==> config.mk <==
export PLATFORM = sky130hd
export DESIGN_NAME = addr_interleave_decoder
export DESIGN_NICKNAME = d
export VERILOG_FILES = /design/src/rtl/addrq_pkg.sv /design/src/rtl/addrq_ctrl.sv /design/src/rtl/addrq_dp.sv /design/src/rtl/addr_interleave_decoder.sv
export SDC_FILE = /design/constraint.sdc
export NUM_CORES = 1
export LEC_CHECK = 0
export ABC_AREA = 1
export BUFFER_PORTS_ARGS = -buffer_cell sky130_fd_sc_hd__buf_2
export CAP_MARGIN = 15
export CORE_MARGIN = 1.5
export CORE_UTILIZATION = 55
export CTS_CLUSTER_SIZE = 28
export DETAILED_ROUTE_END_ITERATION = 12
export PLACE_DENSITY = 0.89
export SYNTH_ARGS = -nofsm -noshare
export SYNTH_HDL_FRONTEND = slang
export SYNTH_HIERARCHICAL = 1
export SYNTH_SLANG_ARGS = --single-unit
==> constraint.sdc <==
create_clock -name clk -period 6.2 [get_ports clk]
set_input_delay 0.62 -clock clk [delete_from_list [all_inputs] [get_ports clk]]
set_output_delay 0.62 -clock clk [all_outputs]
set_load 0.03 [all_outputs]
==> src/rtl/addrq_pkg.sv <==
package addrq_pkg;

  typedef enum logic [1:0] {
    MODE_LOW = 2'd0,
    MODE_XOR = 2'd1,
    MODE_TRI = 2'd2,
    MODE_RSV = 2'd3
  } hashMode_e;

  typedef struct packed {
    logic cfgLoad;
    logic s1Load;
    logic s2Load;
  } ctlStrobes_t;

  function automatic logic [1:0] remapChan(input logic [2:0] code,
                                           input logic [1:0] tgt,
                                           input logic       isWrite,
                                           input logic       mirrorBit);
    logic [1:0] ch;
    case (code)
      3'd1: ch = 2'd0;
      3'd2: ch = 2'd1;
      3'd4: ch = 2'd2;
      3'd3: ch = isWrite ? tgt : {1'b0, mirrorBit};
      3'd5: ch = 2'd0;
      3'd6: ch = 2'd1;
      default: ch = tgt;
    endcase
    return ch;
  endfunction

endpackage

==> src/rtl/addrq_ctrl.sv <==
module addrq_ctrl
  import addrq_pkg::*;
(
  input  logic        clk,
  input  logic        rstN,
  input  logic        reqValid,
  input  logic        cfgWe,
  output logic        reqReady,
  output ctlStrobes_t stb,
  output logic        rspValid
);

  logic s1Valid;

  assign reqReady    = !cfgWe;
  assign stb.cfgLoad = cfgWe;
  assign stb.s1Load  = reqValid && !cfgWe;
  assign stb.s2Load  = s1Valid;

  always_ff @(posedge clk) begin
    if (!rstN) begin
      s1Valid  <= 1'b0;
      rspValid <= 1'b0;
    end else begin
      s1Valid  <= stb.s1Load;
      rspValid <= s1Valid;
    end
  end

  AST_FIXED_LATENCY: assert property (@(posedge clk) disable iff (!rstN)
    rspValid |-> $past(s1Valid));
  AST_STALL_ON_CFG: assert property (@(posedge clk) disable iff (!rstN)
    s1Valid |-> ($past(reqValid) && !$past(cfgWe)));

endmodule

==> src/rtl/addrq_dp.sv <==
module addrq_dp
  import addrq_pkg::*;
#(
  parameter int ADDR_W    = 40,
  parameter int NUM_RULES = 4,
  parameter int IDX_W     = 2,
  parameter int NUM_WAYS  = 8
) (
  input  logic                  clk,
  input  logic                  rstN,
  input  ctlStrobes_t           stb,
  input  logic [IDX_W-1:0]      cfgIdx,
  input  logic                  cfgEn,
  input  logic [1:0]            cfgMode,
  input  logic [ADDR_W-1:0]     cfgLimit,
  input  logic [4*NUM_WAYS-1:0] cfgList,
  input  logic                  lockstep,
  input  logic [11:0]           chanMapRd,
  input  logic [11:0]           chanMapWr,
  input  logic [ADDR_W-1:0]     reqAddr,
  input  logic                  reqWrite,
  output logic                  rspHit,
  output logic [1:0]            rspTarget,
  output logic                  rspNodeValid,
  output logic                  rspNode,
  output logic [1:0]            rspPhyChan,
  output logic [2:0]            rspWays
);

  localparam int TGT_W  = 2 * NUM_WAYS;
  localparam int MOD_W  = ADDR_W - 6;
  localparam int NPAIR  = (MOD_W + 1) / 2;
  localparam int SUM_W  = $clog2(3 * NPAIR + 1);

  // rule table: only the 2-bit target of each nibble is kept
  logic              ruleEn    [NUM_RULES];
  hashMode_e         ruleMode  [NUM_RULES];
  logic [ADDR_W-1:0] ruleLimit [NUM_RULES];
  logic [TGT_W-1:0]  ruleTgts  [NUM_RULES];

  logic [TGT_W-1:0] cfgTgts;
  logic [TGT_W-1:0] cfgListUnused;

  for (genvar w = 0; w < NUM_WAYS; w++) begin : g_pack
    assign cfgTgts[2*w +: 2]       = cfgList[4*w +: 2];
    assign cfgListUnused[2*w +: 2] = cfgList[4*w+2 +: 2];
  end

  always_ff @(posedge clk) begin
    if (!rstN) begin
      for (int i = 0; i < NUM_RULES; i++) begin
        ruleEn[i]    <= 1'b0;
        ruleMode[i]  <= MODE_LOW;
        ruleLimit[i] <= '0;
        ruleTgts[i]  <= '0;
      end
    end else if (stb.cfgLoad) begin
      for (int i = 0; i < NUM_RULES; i++) begin
        if (IDX_W'(i) == cfgIdx) begin
          ruleEn[i]    <= cfgEn;
          ruleMode[i]  <= hashMode_e'(cfgMode);
          ruleLimit[i] <= cfgLimit;
          ruleTgts[i]  <= cfgTgts;
        end
      end
    end
  end

  // stage 1: range match, priority pick, modulo-3 fold
  logic [NUM_RULES-1:0] hitVec;

  for (genvar g = 0; g < NUM_RULES; g++) begin : g_match
    logic [ADDR_W-1:0] lowBound;
    if (g == 0) begin : g_first
      assign lowBound = '0;
    end else begin : g_rest
      assign lowBound = ruleLimit[g-1];
    end
    assign hitVec[g] = ruleEn[g] && (reqAddr >= lowBound) && (reqAddr < ruleLimit[g]);
  end

  logic             selHit;
  hashMode_e        selMode;
  logic [TGT_W-1:0] selTgts;

  always_comb begin
    selHit  = 1'b0;
    selMode = MODE_LOW;
    selTgts = '0;
    for (int i = NUM_RULES - 1; i >= 0; i--) begin
      if (hitVec[i]) begin
        selHit  = 1'b1;
        selMode = ruleMode[i];
        selTgts = ruleTgts[i];
      end
    end
  end

  function automatic logic [1:0] mod3Fold(input logic [MOD_W-1:0] v);
    logic [2*NPAIR-1:0] pv;
    logic [SUM_W-1:0]   acc;
    pv  = (2*NPAIR)'(v);
    acc = '0;
    for (int k = 0; k < NPAIR; k++) acc = acc + SUM_W'(pv[2*k +: 2]);
    return 2'(acc % SUM_W'(3));
  endfunction

  logic [1:0] mod3Comb;
  assign mod3Comb = mod3Fold(reqAddr[ADDR_W-1:6]);

  logic             s1Hit;
  hashMode_e        s1Mode;
  logic [TGT_W-1:0] s1Tgts;
  logic [2:0]       s1WayLow;
  logic [2:0]       s1WayXor;
  logic             s1Mirror;
  logic             s1Write;
  logic [1:0]       s1Mod3;

  always_ff @(posedge clk) begin
    if (!rstN) begin
      s1Hit    <= 1'b0;
      s1Mode   <= MODE_LOW;
      s1Tgts   <= '0;
      s1WayLow <= '0;
      s1WayXor <= '0;
      s1Mirror <= 1'b0;
      s1Write  <= 1'b0;
      s1Mod3   <= '0;
    end else if (stb.s1Load) begin
      s1Hit    <= selHit;
      s1Mode   <= selMode;
      s1Tgts   <= selTgts;
      s1WayLow <= reqAddr[8:6];
      s1WayXor <= reqAddr[18:16];
      s1Mirror <= reqAddr[24] ^ reqAddr[12] ^ reqAddr[6];
      s1Write  <= reqWrite;
      s1Mod3   <= mod3Comb;
    end
  end

  AST_MOD3_RANGE: assert property (@(posedge clk) disable iff (!rstN)
    s1Mod3 != 2'd3);

  // stage 2: way, target, node, distinct count, remap
  logic [2:0] way;
  always_comb begin
    case (s1Mode)
      MODE_LOW: way = s1WayLow;
      MODE_XOR: way = s1WayLow ^ s1WayXor;
      MODE_TRI: way = {s1WayLow[0], s1Mod3};
      default:  way = 3'd0;
    endcase
  end

  logic       useHit;
  logic [1:0] tgt;
  logic [3:0] present;
  logic [2:0] mapCode;
  logic [1:0] phyChan;

  assign useHit = s1Hit && (s1Mode != MODE_RSV);
  assign tgt    = s1Tgts[{way, 1'b0} +: 2];

  always_comb begin
    present = '0;
    for (int k = 0; k < NUM_WAYS; k++) present[s1Tgts[2*k +: 2]] = 1'b1;
  end

  assign mapCode = s1Write ? chanMapWr[3*tgt +: 3] : chanMapRd[3*tgt +: 3];
  assign phyChan = lockstep ? tgt : remapChan(mapCode, tgt, s1Write, s1Mirror);

  always_ff @(posedge clk) begin
    if (!rstN) begin
      rspHit       <= 1'b0;
      rspTarget    <= '0;
      rspNodeValid <= 1'b0;
      rspNode      <= 1'b0;
      rspPhyChan   <= '0;
      rspWays      <= '0;
    end else if (stb.s2Load) begin
      rspHit       <= useHit;
      rspTarget    <= useHit ? tgt : 2'd0;
      rspNodeValid <= useHit && (tgt == 2'd1 || tgt == 2'd2);
      rspNode      <= useHit && (tgt == 2'd2);
      rspPhyChan   <= useHit ? phyChan : 2'd0;
      rspWays      <= useHit ? 3'($countones(present)) : 3'd0;
    end
  end

endmodule

==> src/rtl/addr_interleave_decoder.sv <==
module addr_interleave_decoder
  import addrq_pkg::*;
#(
  parameter int ADDR_W    = 40,
  parameter int NUM_RULES = 4,
  parameter int NUM_WAYS  = 8,
  localparam int IDX_W    = (NUM_RULES > 1) ? $clog2(NUM_RULES) : 1,
  localparam int LIST_W   = 4 * NUM_WAYS
) (
  input  logic              clk,
  input  logic              rstN,
  input  logic              cfgWe,
  input  logic [IDX_W-1:0]  cfgIdx,
  input  logic              cfgEn,
  input  logic [1:0]        cfgMode,
  input  logic [ADDR_W-1:0] cfgLimit,
  input  logic [LIST_W-1:0] cfgList,
  input  logic              lockstep,
  input  logic [11:0]       chanMapRd,
  input  logic [11:0]       chanMapWr,
  input  logic              reqValid,
  output logic              reqReady,
  input  logic [ADDR_W-1:0] reqAddr,
  input  logic              reqWrite,
  output logic              rspValid,
  output logic              rspHit,
  output logic [1:0]        rspTarget,
  output logic              rspNodeValid,
  output logic              rspNode,
  output logic [1:0]        rspPhyChan,
  output logic [2:0]        rspWays
);

  ctlStrobes_t stb;

  addrq_ctrl uCtrl (
    .clk      (clk),
    .rstN     (rstN),
    .reqValid (reqValid),
    .cfgWe    (cfgWe),
    .reqReady (reqReady),
    .stb      (stb),
    .rspValid (rspValid)
  );

  addrq_dp #(
    .ADDR_W    (ADDR_W),
    .NUM_RULES (NUM_RULES),
    .IDX_W     (IDX_W),
    .NUM_WAYS  (NUM_WAYS)
  ) uDp (
    .clk          (clk),
    .rstN         (rstN),
    .stb          (stb),
    .cfgIdx       (cfgIdx),
    .cfgEn        (cfgEn),
    .cfgMode      (cfgMode),
    .cfgLimit     (cfgLimit),
    .cfgList      (cfgList),
    .lockstep     (lockstep),
    .chanMapRd    (chanMapRd),
    .chanMapWr    (chanMapWr),
    .reqAddr      (reqAddr),
    .reqWrite     (reqWrite),
    .rspHit       (rspHit),
    .rspTarget    (rspTarget),
    .rspNodeValid (rspNodeValid),
    .rspNode      (rspNode),
    .rspPhyChan   (rspPhyChan),
    .rspWays      (rspWays)
  );

  AST_MISS_ZERO: assert property (@(posedge clk) disable iff (!rstN)
    (rspValid && !rspHit) |-> (rspTarget == 2'd0 && !rspNodeValid && !rspNode
                               && rspPhyChan == 2'd0 && rspWays == 3'd0));
  AST_NODE_NEEDS_HIT: assert property (@(posedge clk) disable iff (!rstN)
    (rspValid && rspNodeValid) |-> (rspHit && rspTarget != 2'd0 && rspTarget != 2'd3));
  AST_WAYS_RANGE: assert property (@(posedge clk) disable iff (!rstN)
    (rspValid && rspHit) |-> (rspWays != 3'd0 && rspWays <= 3'd4));
  AST_LOCKSTEP_BYPASS: assert property (@(posedge clk) disable iff (!rstN)
    (rspValid && rspHit && $past(lockstep)) |-> (rspPhyChan == rspTarget));

endmodule

==> metrics.md <==
| Metric | Value |
|---|---|
| Max FO, Critical Path | 5 |
| # nets final | 2442 |
| Dominant synthesized flop cell | edfxtp_1 |
| Worst R2R Setup Slack | 2510 ps |
| Initial drt markers | 1311 |
| Seq/Total Area, Yosys | 46.4% |
| Share of layout cells above drive strength 1 | 13.4% |
| Yosys top cell by area | edfxtp_1 |
| Slew @ Worst Pin | 1030 ps |
| Top-area cell type share of the netlist area | 41.2% |
| Overflow after GRT | 0 |
| Initial antenna violation count | 3 |
| Clk Tree Root Cell | clkbuf_16 |
| Vias in the first global route | 14.0k |
| IO Count | 159 |
| Core area | 30500 um^2 |
| H-tree levels | 1 |
| Tot Pwr | 7720 uW |
| Crit end category | flop |
| Final GP Congestion | 0.921 |
| Largest net degree at the start of global routing | 47 |
| WP data arrival | 6400 ps |
| Die Area | 31900 um^2 |
| Synthesized area | 17000 um^2 |
| Remaining antenna violation count | 0 |
| Max-slew headroom | 31.0% |
| WL/cell | 17.9 um |
| Worst Hold Endpoint | uCtrl/s1Valid |
| Placed Area | 18200 um^2 |
| CTS Buf Count | 29 |
| Synth warnings | 6 |
| Hold Fails Final Rpt | 0 |
| FF-to-FF path depth | 17 |
| Met2 Track Usage GR | 48.5% |
| Final wirelength | 44.9 mm |
| Post-CTS setup buffers | 0 |
| Clock Latency Late Sink | 570 ps |
| Distinct cells, synth | 44 |
| Hold depth | 3 |
| Hold Startpoint | reqValid |
| Hold Crit Class | input port to flop |
| IO buf count | 142 |
| Max Clock Freq | 168 MHz |
| Cell count after synthesis | 1933 |
| Fillcell total | 2320 |
| EDFF count, synth | 233 |
| Synth area leaders | edfxtp_1, ha_1, inv_1 |
| Most Crowded Layer GR | met2 |
| CP startpoint kind | input port |
| Initial Util | 55.7% |
| Most frequent cells in the layout | inv_1, nor2_1, nand2_1 |
| Finished Cell Area | 19300 um^2 |
| Area delta synth->final | 13.4% |
| Initial DRT Pass Iterations | 7 |
| Worst Skew | 24.0 ps |
| Residual DRC | 0 |
| Number of max-cap violations | 0 |
| Die Ht | 179 um |
| Required time of the critical path | 6640 ps |
| Status | complete, no violations |
| Yosys reg bits | 277 |
| Met1 Use GR | 33.7% |
| Critical-path top delay cell | fa_1 |
| Leakage power | 0.00930 uW |
| CTS tree | yes |
| Reg-to-reg critical path endpoint | uDp/s1Tgts[4] |
| Sink Count | 277 |
| Setup Viol. Count Final | 0 |
| Async set-reset flop share out of synthesis | 0% |
| Slowest stage delay, CP | 570 ps |
| Syn avg cell area | 8.79 um^2 |
| Overall global routing resource usage | 28.0% |
| Period utilization | 96.0% |
| Final HPWL DP | 31.4 mm |
| Num rows | 64 |
| First-pass GRT wire length | 69.0 mm |
| Pwr/cell area | 401 nW/um^2 |
| Final slew viol count | 0 |
| Commonest non-fill, non-tap cell in the layout | inv_1 |
| Width of the die | 179 um |
| VDD IR-drop max | 0.877 mV |
| Vias/cell | 5.64 |
| Register clock-pin slew on the reported worst setup and hold paths | 60 ps |
| Via count | 14.2k |
| Crit path kind | input port to flop |
| Mapped Nets | 2283 |
| R2r startpoint | uDp/ruleLimit[1][31] |
| Hold_buf cts | 0 |
| GR Util met3 | 5.36% |
| Clock buffer depth | 3 |
| Fin crit period | 5950 ps |
-- cell type report --
class	instances	area [um^2]	area share, %
sequential	277	7880	40.9
multi-input combinational	1236	7530	39.1
inverter	365	1370	7.12
timing repair buffer	183	1020	5.29
clock buffer	45	880	4.57
tap	396	495	2.57
clock inverter	9	77.6	0.403
antenna	3	7.51	0.0390
-- cells in the mapped netlist (5+ instances only) --
cell      number
inv_1        360
nand4_1       51
nand2_1      312
fa_1          29
edfxtp_1     233
xnor2_1        5
dfxtp_1       44
buf_2          7
o21ai_0       42
nand3b_1       5
buf_1          5
clkbuf_1      34
nand2_2        7
o22ai_1        8
o21a_1         6
nor2_1       316
ha_1         174
or2_2          8
a21oi_1      122
nor3_1         9
nand3_2       10
nand3_1       90
o211ai_1      10
buf_4          6
-- where the power goes --
part	leakage [uW]	internal [uW]	switching, uW	total [uW]
registers	0.00265	2150	46.9	2200
logic	0.00617	1480	2300	3780
clock network	0.000480	1010	727	1740
total	0.00930	4650	3070	7720
-- layer usage --
metal / vias to the layer above / share of wire, %
met1: 6547 / 37
met2: 792 / 48
li1: 6650 / -
met3: 191 / 9.9
met4: 0 / 5.1
met5: - / 0
-- cells by family (layout without fill, tap and decap cells) --
logic type                 Yosys count  in the layout  synth area share (%)
and+or+nand+nor                    822            822                  20.8
other                                0              3                     0
buffers and inverters              420            602                  9.62
adders and majority gates          203            203                  16.2
DFF                                277            277                  46.4
xor gates and xnor gates             5              5                 0.258
AOI/OAI and AO/OA                  206            206                  6.68
-- flip-flops by register name, indices dropped and copies added, names as in the netlist, 2 cells and up --
name            flops
uDp/ruleTgts       64
uDp/s1Mod3          2
uDp/s1Mode          2
uDp/rspPhyChan      2
uDp/s1WayLow        3
uDp/s1Tgts         16
uDp/ruleLimit     160
uDp/rspWays         3
uDp/s1WayXor        3
uDp/ruleEn          4
uDp/ruleMode        8
uDp/rspTarget       2
-- worst max-delay path by stage --
| stage | startpoint | endpoint | cells after the start |
|---|---|---|---|
| 5_1_grt | reqAddr[21] | uDp/s1Mod3[0] | 38 |
| 6_report | reqAddr[7] | uDp/s1Mod3[0] | 39 |
| 2_1_floorplan | reqAddr[6] | uDp/s1Mod3[0] | 36 |
| 3_5_place_dp | reqAddr[7] | uDp/s1Mod3[0] | 39 |
| 3_3_place_gp | reqAddr[6] | uDp/s1Mod3[0] | 37 |
| 4_1_cts | reqAddr[7] | uDp/s1Mod3[0] | 39 |
-- through the flow --
step                      hold slack (ps)  util [%]  worst slack [ps]  std cells  setup TNS (ps)
final                                 325      63.1               245       2514               0
after global routing                  333      63.1             -21.8       2513           -21.8
after CTS                             303      62.9               225       2511               0
after detailed placement              453      59.8              -317       2457            -590
after global placement                454      59.8             -29.9       2457           -29.9
after floorplan                       407         -               338       1933               0
-- repair_timing --
item                                    4_1_cts  5_1_grt
endpoints found under the setup margin        0        2
resized for setup                             0       10
hold endpoints to repair                      0        0
-- worst max-delay path, delay by kind of cell --
| family | cells | cell delay, ps |
|---|---|---|
| adders and majority gates | 8 | 3140 |
| and+or+nand+nor | 17 | 1440 |
| buffers and inverters | 13 | 1010 |
| AOI/OAI and AO/OA | 1 | 150 |
No activity file was read; power rests on OpenSTA's default activity.
